File: config.mk
export PLATFORM = sky130hd
export DESIGN_NAME = sec_rtc_alarm
export DESIGN_NICKNAME = d
export VERILOG_FILES = /design/src/rtl/sec_rtc_pkg.sv /design/src/rtl/rtc_write_settle.sv /design/src/rtl/rtc_time_core.sv /design/src/rtl/rtc_irq_wrap.sv /design/src/rtl/sec_rtc_alarm.sv
export SDC_FILE = /design/constraint.sdc
export NUM_CORES = 1
export LEC_CHECK = 0
export ABC_AREA = 1
export BUFFER_PORTS_ARGS = -buffer_cell sky130_fd_sc_hd__buf_4
export CELL_PAD_IN_SITES_DETAIL_PLACEMENT = 1
export CELL_PAD_IN_SITES_GLOBAL_PLACEMENT = 1
export CORE_ASPECT_RATIO = 2
export CORE_MARGIN = 5
export CORE_UTILIZATION = 38
export CTS_CLUSTER_DIAMETER = 120
export DETAILED_ROUTE_END_ITERATION = 7
export HOLD_SLACK_MARGIN = 0.08
export PLACE_DENSITY_LB_ADDON = 0.1
export SLEW_MARGIN = 20
export SYNTH_ARGS = -nofsm -noshare
export SYNTH_HDL_FRONTEND = slang
export SYNTH_SLANG_ARGS = --single-unit
File: constraint.sdc
create_clock -name clk -period 2 [get_ports clk]
set_input_delay 0.2 -clock clk [delete_from_list [all_inputs] [get_ports clk]]
set_output_delay 0.2 -clock clk [all_outputs]
set_load 0.02 [all_outputs]
File: src/rtl/sec_rtc_pkg.sv
package sec_rtc_pkg;

    // Word indices (byte offset >> 2) in the core bank
    localparam logic [2:0] IDX_STAT  = 3'd0;
    localparam logic [2:0] IDX_CFG   = 3'd1;
    localparam logic [2:0] IDX_TIME  = 3'd3;
    localparam logic [2:0] IDX_ALARM = 3'd4;
    // Word index in the wrapper bank
    localparam logic [2:0] IDX_WRAP  = 3'd2;

    typedef struct packed {
        logic sel_1hz;   // bit 2
        logic per_en;    // bit 1
        logic al_en;     // bit 0
    } irq_cfg_t;

    typedef struct packed {
        logic mask2;     // bit 3
        logic mask1;     // bit 2
        logic pend2;     // bit 1
        logic pend1;     // bit 0
    } wrap_reg_t;

    function automatic logic [2:0] word_of(input logic [7:0] byte_off);
        return byte_off[4:2];
    endfunction

endpackage

File: src/rtl/rtc_write_settle.sv
module rtc_write_settle #(
    parameter int DW     = 32,
    parameter int IW     = 3,
    parameter int SETTLE = 8
) (
    input  logic          clk,
    input  logic          rst,
    input  logic          req_valid,
    input  logic [IW-1:0] req_idx,
    input  logic [DW-1:0] req_data,
    output logic          commit,
    output logic [IW-1:0] commit_idx,
    output logic [DW-1:0] commit_data
);
    localparam int CW = (SETTLE > 1) ? $clog2(SETTLE) : 1;

    logic          pend_q;
    logic [CW-1:0] cnt_q;
    logic [IW-1:0] idx_q;
    logic [DW-1:0] data_q;

    assign commit      = pend_q && (cnt_q == '0);
    assign commit_idx  = idx_q;
    assign commit_data = data_q;

    always_ff @(posedge clk) begin
        if (rst) begin
            pend_q <= 1'b0;
            cnt_q  <= '0;
            idx_q  <= '0;
            data_q <= '0;
        end else if (!pend_q) begin
            if (req_valid) begin
                pend_q <= 1'b1;
                cnt_q  <= CW'(SETTLE - 1);
                idx_q  <= req_idx;
                data_q <= req_data;
            end
        end else if (cnt_q != '0) begin
            cnt_q <= cnt_q - 1'b1;
        end else begin
            pend_q <= 1'b0;
        end
    end


    held_write_stable_chk: assert property (@(posedge clk) disable iff (rst)
        (pend_q && cnt_q != '0) |=> ($stable(data_q) && $stable(idx_q)));


    settle_countdown_chk: assert property (@(posedge clk) disable iff (rst)
        (pend_q && cnt_q != '0) |=> (pend_q && cnt_q == $past(cnt_q) - 1'b1));

endmodule

File: src/rtl/rtc_time_core.sv
module rtc_time_core #(
    parameter int DW = 32
) (
    input  logic          clk,
    input  logic          rst,
    input  logic          tick,
    input  logic          load_en,
    input  logic [DW-1:0] load_val,
    input  logic [DW-1:0] alarm_val,
    input  logic          alarm_en,
    output logic [DW-1:0] count,
    output logic          alarm_evt
);
    logic [DW-1:0] count_q;
    logic [DW-1:0] count_nx;

    assign count_nx  = count_q + 1'b1;
    assign alarm_evt = tick && !load_en && alarm_en && (count_nx == alarm_val);
    assign count     = count_q;

    always_ff @(posedge clk) begin
        if (rst)          count_q <= '0;
        else if (load_en) count_q <= load_val;
        else if (tick)    count_q <= count_nx;
    end


    tick_step_chk: assert property (@(posedge clk) disable iff (rst)
        (tick && !load_en) |=> (count_q == $past(count_q) + 1'b1));


    load_wins_chk: assert property (@(posedge clk) disable iff (rst)
        load_en |=> (count_q == $past(load_val)));

endmodule

File: src/rtl/rtc_irq_wrap.sv
module rtc_irq_wrap
    import sec_rtc_pkg::*;
(
    input  logic      clk,
    input  logic      rst,
    input  logic      evt,
    input  logic      wr_en,
    input  logic [3:0] wr_data,
    output wrap_reg_t state,
    output logic      irq
);
    wrap_reg_t r_q;
    wrap_reg_t wd;

    assign wd    = wrap_reg_t'(wr_data);
    assign state = r_q;
    assign irq   = r_q.pend1 && r_q.mask1;

    always_ff @(posedge clk) begin
        if (rst) begin
            r_q <= '0;
        end else begin
            r_q.pend2 <= 1'b0;
            if (evt)        r_q.pend1 <= 1'b1;
            else if (wr_en) r_q.pend1 <= r_q.pend1 && wd.pend1;
            if (wr_en) begin
                r_q.mask1 <= wd.mask1;
                r_q.mask2 <= wd.mask2;
            end
        end
    end


    evt_sets_pend_chk: assert property (@(posedge clk) disable iff (rst)
        evt |=> r_q.pend1);


    pend_only_from_evt_chk: assert property (@(posedge clk) disable iff (rst)
        $rose(r_q.pend1) |-> $past(evt));

endmodule

File: src/rtl/sec_rtc_alarm.sv
module sec_rtc_alarm
    import sec_rtc_pkg::*;
#(
    parameter int DATA_W        = 32,
    parameter int ADDR_W        = 5,
    parameter int SETTLE_CYCLES = 8
) (
    input  logic              clk,
    input  logic              rst,
    input  logic              tick_1hz,
    input  logic              bus_valid,
    input  logic              bus_write,
    input  logic              bus_bank,
    input  logic [ADDR_W-1:0] bus_addr,
    input  logic [DATA_W-1:0] bus_wdata,
    output logic [DATA_W-1:0] bus_rdata,
    output logic              irq_out
);
    localparam int IW = 3;

    logic [IW-1:0] word;
    logic          core_wr, wrap_wr, rd;

    assign word    = word_of(8'(bus_addr));
    assign core_wr = bus_valid && bus_write && !bus_bank;
    assign wrap_wr = bus_valid && bus_write && bus_bank && (word == IDX_WRAP);
    assign rd      = bus_valid && !bus_write;

    logic          cm_en;
    logic [IW-1:0] cm_idx;
    logic [DATA_W-1:0] cm_data;

    rtc_write_settle #(.DW(DATA_W), .IW(IW), .SETTLE(SETTLE_CYCLES)) u_settle (
        .clk(clk), .rst(rst),
        .req_valid(core_wr), .req_idx(word), .req_data(bus_wdata),
        .commit(cm_en), .commit_idx(cm_idx), .commit_data(cm_data)
    );

    irq_cfg_t          cfg_q;
    logic [DATA_W-1:0] alarm_q;
    logic              stat1_q;
    logic [DATA_W-1:0] time_cnt;
    logic              alarm_evt;

    rtc_time_core #(.DW(DATA_W)) u_time (
        .clk(clk), .rst(rst),
        .tick(tick_1hz),
        .load_en(cm_en && cm_idx == IDX_TIME),
        .load_val(cm_data),
        .alarm_val(alarm_q),
        .alarm_en(cfg_q.al_en),
        .count(time_cnt),
        .alarm_evt(alarm_evt)
    );

    wrap_reg_t wrap_st;

    rtc_irq_wrap u_wrap (
        .clk(clk), .rst(rst),
        .evt(alarm_evt),
        .wr_en(wrap_wr),
        .wr_data(bus_wdata[3:0]),
        .state(wrap_st),
        .irq(irq_out)
    );

    always_ff @(posedge clk) begin
        if (rst) begin
            cfg_q   <= '0;
            alarm_q <= '0;
            stat1_q <= 1'b0;
        end else begin
            if (cm_en && cm_idx == IDX_CFG)   cfg_q   <= irq_cfg_t'(cm_data[2:0]);
            if (cm_en && cm_idx == IDX_ALARM) alarm_q <= cm_data;
            if (alarm_evt)
                stat1_q <= 1'b1;
            else if (cm_en && cm_idx == IDX_STAT && cm_data[0])
                stat1_q <= 1'b0;
        end
    end

    logic [DATA_W-1:0] rd_mux;
    always_comb begin
        rd_mux = '0;
        if (bus_bank) begin
            if (word == IDX_WRAP) rd_mux[3:0] = wrap_st;
        end else begin
            case (word)
                IDX_STAT:  rd_mux[0]   = stat1_q;
                IDX_CFG:   rd_mux[2:0] = cfg_q;
                IDX_TIME:  rd_mux      = time_cnt;
                IDX_ALARM: rd_mux      = alarm_q;
                default:   rd_mux      = '0;
            endcase
        end
    end

    always_ff @(posedge clk) begin
        if (rst)     bus_rdata <= '0;
        else if (rd) bus_rdata <= rd_mux;
    end


    flag_needs_enable_chk: assert property (@(posedge clk) disable iff (rst)
        $rose(stat1_q) |-> $past(cfg_q.al_en));


    zero_write_keeps_flag_chk: assert property (@(posedge clk) disable iff (rst)
        (cm_en && cm_idx == IDX_STAT && !cm_data[0] && !alarm_evt) |=> $stable(stat1_q));


    evt_beats_clear_chk: assert property (@(posedge clk) disable iff (rst)
        alarm_evt |=> stat1_q);

endmodule

* Yosys cells after proc, flatten, opt, wreduce, memory -nomap -nowiden
Index checks and enable logic that the tools add are counted.
** Cells by class
- Mux-type cells :: 18
- Eq/ne operators :: 9
- Bitwise logic cells :: 1
- $add $sub $neg :: 2
- Reduce and logical (&&, ||, !) cells :: 29
** Operators with widths (count)
- 32-bit 2-to-1 mux :: 2
- 29-bit one-hot mux with 2 select lines :: 1
- 32-bit by 1-bit adder with 32-bit output, second input constant :: 1
- 32-bit == test :: 1
- 28-bit 2-to-1 mux :: 1
- 1-bit logical AND :: 16
- 3-bit by 2-bit == test with 1-bit output, second input constant :: 3
- 3-bit logical NOT :: 3
- 3-bit 2-to-1 mux :: 3
- 4-bit 2-to-1 mux :: 2
- 2-bit nonzero test :: 4
- 1-bit 2-to-1 mux :: 7
- 3-bit by 1-bit == test with 1-bit output, second input constant :: 2
- 3-bit == test, second input constant :: 2
- 2-bit one-hot mux with 3 select lines :: 1
- 1-bit one-hot mux with 4 select lines :: 1
- 2-bit AND reduction :: 2
- 1-bit logical NOT :: 3
- 3-bit nonzero test :: 1
- 3-bit by 1-bit subtractor with 3-bit output, second input constant :: 1
- 2-bit inequality test, second input constant :: 1
- 1-bit inverter :: 1
** Storage, ports and cells
- Word-level logic and storage cells :: 73
- Input bits :: 43
- Output and inout port bits :: 33
- Flip-flop bits (word level) :: 142

* Longest topological paths before layout
- Word-level depth :: 8
- Mapped depth :: 15
- Gate-level depth less buffers :: 15

* Cells and area by module
Synthesis repeated with hierarchy kept, for this count alone.
** Unflattened totals
- Cell total of the unflattened synthesis :: 1217
- Area total of the unflattened synthesis :: 7912.6 um2
** Modules (own cells, without submodules)
- sec_rtc_alarm :: instances 1, seq. area each 1361.3 um2, area an instance 3240.6 um2, cells an instance 449
- rtc_time_core :: instances 1, seq. area each 640.6 um2, area an instance 3056.7 um2, cells an instance 563
- rtc_write_settle :: instances 1, seq. area each 780.7 um2, area an instance 1487.7 um2, cells an instance 186
- rtc_irq_wrap :: instances 1, seq. area each 60.1 um2, area an instance 127.6 um2, cells an instance 19

* Least setup slack after synthesis
OpenSTA, ideal clock, no wires.
- Path kind :: register to register
- Start point :: register u_time.count_q[0] (netlist: u_time.count[0])
- End point :: register stat1_q
- Period minus slack after synthesis :: 1.856 ns
- Data arrival time :: 1.786 ns
- Stages on the path, launching flop included :: 16
- Setup time :: 0.070 ns
- Path buffers :: 0
- Data required time :: 1.930 ns
- Setup slack :: 0.144 ns
- Path through :: dfxtp_1 > ha_1 > nand2_2 > nor2_4 > nand2_4 > nor2_4 > nand2_1 > nand2_1 > nand2_1 > nand2_1 > nand2_1 > nor2_1 > nand2_1 > nor2_1 > nand3_1 > a21oi_1
** Between the ends
- Longest elaborated chain between the ends :: 4
- Elaborated cells on any way between the ends :: 5
- Classes of those cells :: add/sub: 1; eq/ne: 1; mux: 1; reduce/logical: 2
** Ends and longest elaborated chain
- start: declaration :: line rtc_time_core.sv:14 : logic [DW-1:0] count_q;
- start signal: assignment :: line rtc_time_core.sv:23 : else if (load_en) count_q <= load_val;
- start signal: assignment :: line rtc_time_core.sv:24 : else if (tick) count_q <= count_nx;
- 32-bit by 1-bit adder with 32-bit output (*) :: line rtc_time_core.sv:17 : assign count_nx = count_q + 1'b1;
- 32-bit == test (*) :: line rtc_time_core.sv:18 : assign alarm_evt = tick && !load_en && alarm_en && (count_nx == alarm_val);
- 1-bit logical AND (*) :: line rtc_time_core.sv:18
- 1-bit 2-to-1 mux / 2-bit nonzero test (equally long branches)
- end signal: assignment :: line sec_rtc_alarm.sv:71 : stat1_q <= 1'b0;
- end signal: assignment :: line sec_rtc_alarm.sv:76 : stat1_q <= 1'b1;
- end signal: assignment :: line sec_rtc_alarm.sv:78 : stat1_q <= 1'b0;
- end: declaration :: line sec_rtc_alarm.sv:41 : logic stat1_q;
Mark *: on every way between the ends. The rest lies on a longest branch, timed or not.
A chain may end at the register's enable or synchronous reset.

* Final worst setup path
- Start point :: register u_time.count_q[1] (netlist: u_time.count[1])
- End point :: register u_wrap.r_q, in the netlist u_wrap.state[0]
** Between the ends
- Longest elaborated chain between the ends :: 4
- Elaborated cells on any way between the ends :: 5
- Classes of those cells :: add/sub: 1; eq/ne: 1; mux: 1; reduce/logical: 2
** Ends and longest elaborated chain
- 32-bit by 1-bit adder with 32-bit output (*) :: line rtc_time_core.sv:17
- 32-bit == test (*) :: line rtc_time_core.sv:18
- 1-bit logical AND (*) :: line rtc_time_core.sv:18
- 1-bit 2-to-1 mux / 2-bit nonzero test (equally long branches)
- end: declaration :: line rtc_irq_wrap.sv:12 : wrap_reg_t r_q;
Marked as above.

==> impl_metrics.toml <==
[placed_design]
placed_cell_area_um2 = 9000
gp_congestion = 0.9092
dp_hpwl_um = 20630
port_buffers = 73

[global_routing]
grt.overflow.total = 0
grt.total_usage_pct = 27.89
grt_busiest_layer = "met2"
use_met3_pct = 3.721
grt_pass1_vias = 9365
antenna_found_initial = 0
use_met2_pct = 54.05
grt_max_degree = 65
use_met1_pct = 27.48
grt_pass1_wl_um = 47720

[timing]
fmax_mhz = 458.8
drv_slew = 0
min_period_ps = 2180
rsz0062_at_grt = "yes"
fin_ws_ps = -179.6
final_hold_viol_count = 0
holdWs_ps = 93.31
finClkSkew_ps = 10.37
period_share_pct = 109.0
setup_violations = 2
tightest_slew_ps = 818.4
slew-limit-headroom_pct = 45.44

[worst_setup_path]
critPathKind = "flip-flop to flip-flop"
cp_max_fo = 3
reg2reg_depth = 15
reg2reg_slack_ps = -180
worstPathRequired_ps = 2350
r2r_end = "u_wrap.state[0]"
reg2reg_from = "u_time.count[1]"
worst_ep_arrival_time_ps = 2530
startpoint_type = "flip-flop"
endpoint_kind = "flip-flop"

[logic_synthesis]
ys_seq_area_share_pct = 39.46
synth_most_common_cell = "nand2_1"
synth_top_area_share_pct = 39.46
ys_ff_latch = 142
yosys-top-cells-count = "325 x nand2_1, 142 x dfxtp_1, 139 x nor2_1"
synthTopCellsByArea = "dfxtp_1 39%, nand2_1 17%, nor2_1 7.2%, nand3_1 6.3%, o21ai_0 5.7%"
async_reset_ff_share_pct = 0
synth_edf_count = 0
yosys_most_used_dff = "dfxtp_1"
yosysUniqueCellTypes = 31
ys_warn_count = 0
synth_fp_nets = 1160
syn_avg_cell_area_um2 = 6.467
synth_cells = 1114
synth.cell_area_um2 = 7204
synth_top_area_cell = "dfxtp_1"

[clock_tree]
insertion_delay_ps = 430
cts_tree = "done"
cts_sinks = 142
cts_buffers = 17
cts_max_path_buffers = 2
root_buffer = "clkbuf_16"
h-tree-depth = 4
clkTransAtPathRegs_ps = 70

[power_and_ir_drop]
cell_internal_pwr_w = 0.005502
total_power_w = 0.007135
seqPwrFrac_pct = 41.0
switching_share_pct = 22.89
power_frac_comb_pct = 6.8
power_density_nw_per_um2 = 681.5
ir_drop_mv = 0.5214
clockPowerShare_pct = 52.2
leakage_nw = 4.358
p_switching_w = 0.001633

[die]
dieArea_um2 = 21980
initial_core_util_pct = 38.44
fp.dieH_um = 204.7
ios = 76
die_x_um = 107.4
core_area_um2 = 18740
row_count = 71

[cells_and_area]
syn2layout_area_growth_pct = 45.33
fin_area_um2 = 10470
num-nets-final = 1395
nFillCells = 2433
antenna_cells = 0
drive_gt1_share_pct = 25.99

[worst_hold_path]
hold_start = "bus_wdata[5]"
holdPathStages = 3
hp-class = "input pin to flip-flop"
worstHoldEndpoint = "u_settle.commit_data[5]"

[route]
wl_per_cell_um = 18.71
drt_iter0_drc = 339
postRouteAntennaNets = 0
wl_um = 30260
post-route-drc-count = 0
via_per_inst = 5.260
num_vias = 8505
first_pass_iters = 5

[run_status]
status = "complete, but fails checks"
violations = "setup timing"

[flow_run]
cap_violations = 0
[power groups by stage]
stage               Combinational, W  Sequential [W]  Clock [W]
finish                      0.000483         0.00293    0.00373
global route                0.000528         0.00293    0.00387
CTS                         0.000479         0.00293    0.00376
detailed placement          0.000410         0.00299          0
global placement            0.000401         0.00298          0
floorplan                   0.000207         0.00297          0
[what timing repair did]
action / 4_1_cts / 5_1_grt
buffers inserted: 17 / 2
hold buffers: 33 / 0
pin swaps: 29 / 20
endpoints found under the setup margin: 2 / 25
resized for setup: 59 / 35
endpoints found under the hold margin: 35 / 0
[area by class of cell]
class	instances	area, um2	share of cell area (%)
sequential	142	2861	27.33
timing repair buffer	264	2165	20.67
inverter	105	396.6	3.788
tap	255	319.1	3.047
clock inverter	9	177.7	1.697
clock buffer	23	508.0	4.852
multi-input combinational	819	4043	38.61
[layout by cell type (no fill, tap or decap), types with 2 or more instances in the layout]
| cell | count |
|---|---|
| o21ai_0 | 80 |
| buf_6 | 10 |
| o21ai_2 | 2 |
| nand2_2 | 21 |
| dlygate4sd3_1 | 33 |
| inv_2 | 3 |
| a21oi_2 | 3 |
| xor2_1 | 3 |
| clkbuf_16 | 17 |
| inv_1 | 100 |
| clkinv_4 | 2 |
| ha_1 | 2 |
| bufinv_16 | 5 |
| nand2_4 | 8 |
| buf_4 | 216 |
| o21ai_1 | 3 |
| dfxtp_2 | 9 |
| o22ai_1 | 31 |
| clkinv_2 | 2 |
| a21oi_1 | 71 |
| nand3_1 | 82 |
| nor2_4 | 12 |
| nor2_2 | 17 |
| dfxtp_4 | 2 |
| nand3b_1 | 3 |
| clkbuf_8 | 6 |
| o221ai_1 | 2 |
| a31oi_1 | 30 |
| a221oi_1 | 3 |
| dfxtp_1 | 131 |
| nand3_2 | 8 |
| nor2_1 | 122 |
| buf_12 | 5 |
| nand2_1 | 302 |
| xnor3_1 | 2 |
[state kept, by name, summed over array words and instances, names as in the netlist]
name                  cells
alarm_q                  32
bus_rdata                32
cfg_q                     3
stat1_q                   1
u_settle.cnt_q            3
u_settle.commit_data     32
u_settle.commit_idx       3
u_settle.pend_q           1
u_time.count             32
u_wrap.state              3
[routing by layer]
metal,up-vias,wire length (um)
li1,4102,-
met1,4100,10570
met2,211,16940
met3,92,972
met4,0,1776
met5,-,0
[how the worst max path moves through the flow]
stage,start,cells past startpoint,slack (ps),end
global route,u_time.count[1],14,-300,u_wrap.state[0]
CTS,u_time.count[1],12,-110,u_wrap.state[0]
detailed placement,u_time.count[0],13,-250,stat1_q
global placement,u_time.count[0],13,-170,stat1_q
finish,u_time.count[1],15,-180,u_wrap.state[0]
floorplan,u_time.count[0],15,140,stat1_q
[cells by family (layout without fill, tap and decap cells)]
group                      Yosys count  in the layout  share of synthesized area, %
and+or+nand+nor                    581            581                         33.54
AOI/OAI and AO/OA                  229            229                         17.40
buffers and inverters              153            401                         7.971
DFF                                142            142                         39.46
xor gates and xnor gates             6              6                         1.111
adders and majority gates            3              3                        0.5211
[per-stage QoR]
stage                     setup TNS, ps  utilization [%]  worst slack, ps  instances
after global routing             -593.0            55.86           -304.0       1617
final                            -355.6            55.86           -179.6       1617
after global placement           -346.7            48.01           -173.7       1533
after floorplan                       0                -            143.5       1114
after CTS                        -206.0            55.15           -105.4       1615
after detailed placement         -495.4            48.01           -253.8       1533
[critical path: stages, from the launching register on]
cell	delay, ps
dfxtp_4	360
buf_6	120
buf_4	120
nand3_1	170
nor2_1	80
buf_4	160
buf_4	130
nand2_1	100
nand3_2	100
nand2_2	120
nand2_2	80
nor2_2	120
nand2_1	80
nor2_1	110
nand3_2	120
a21oi_2	130
No activity file was read; power rests on OpenSTA's default activity.
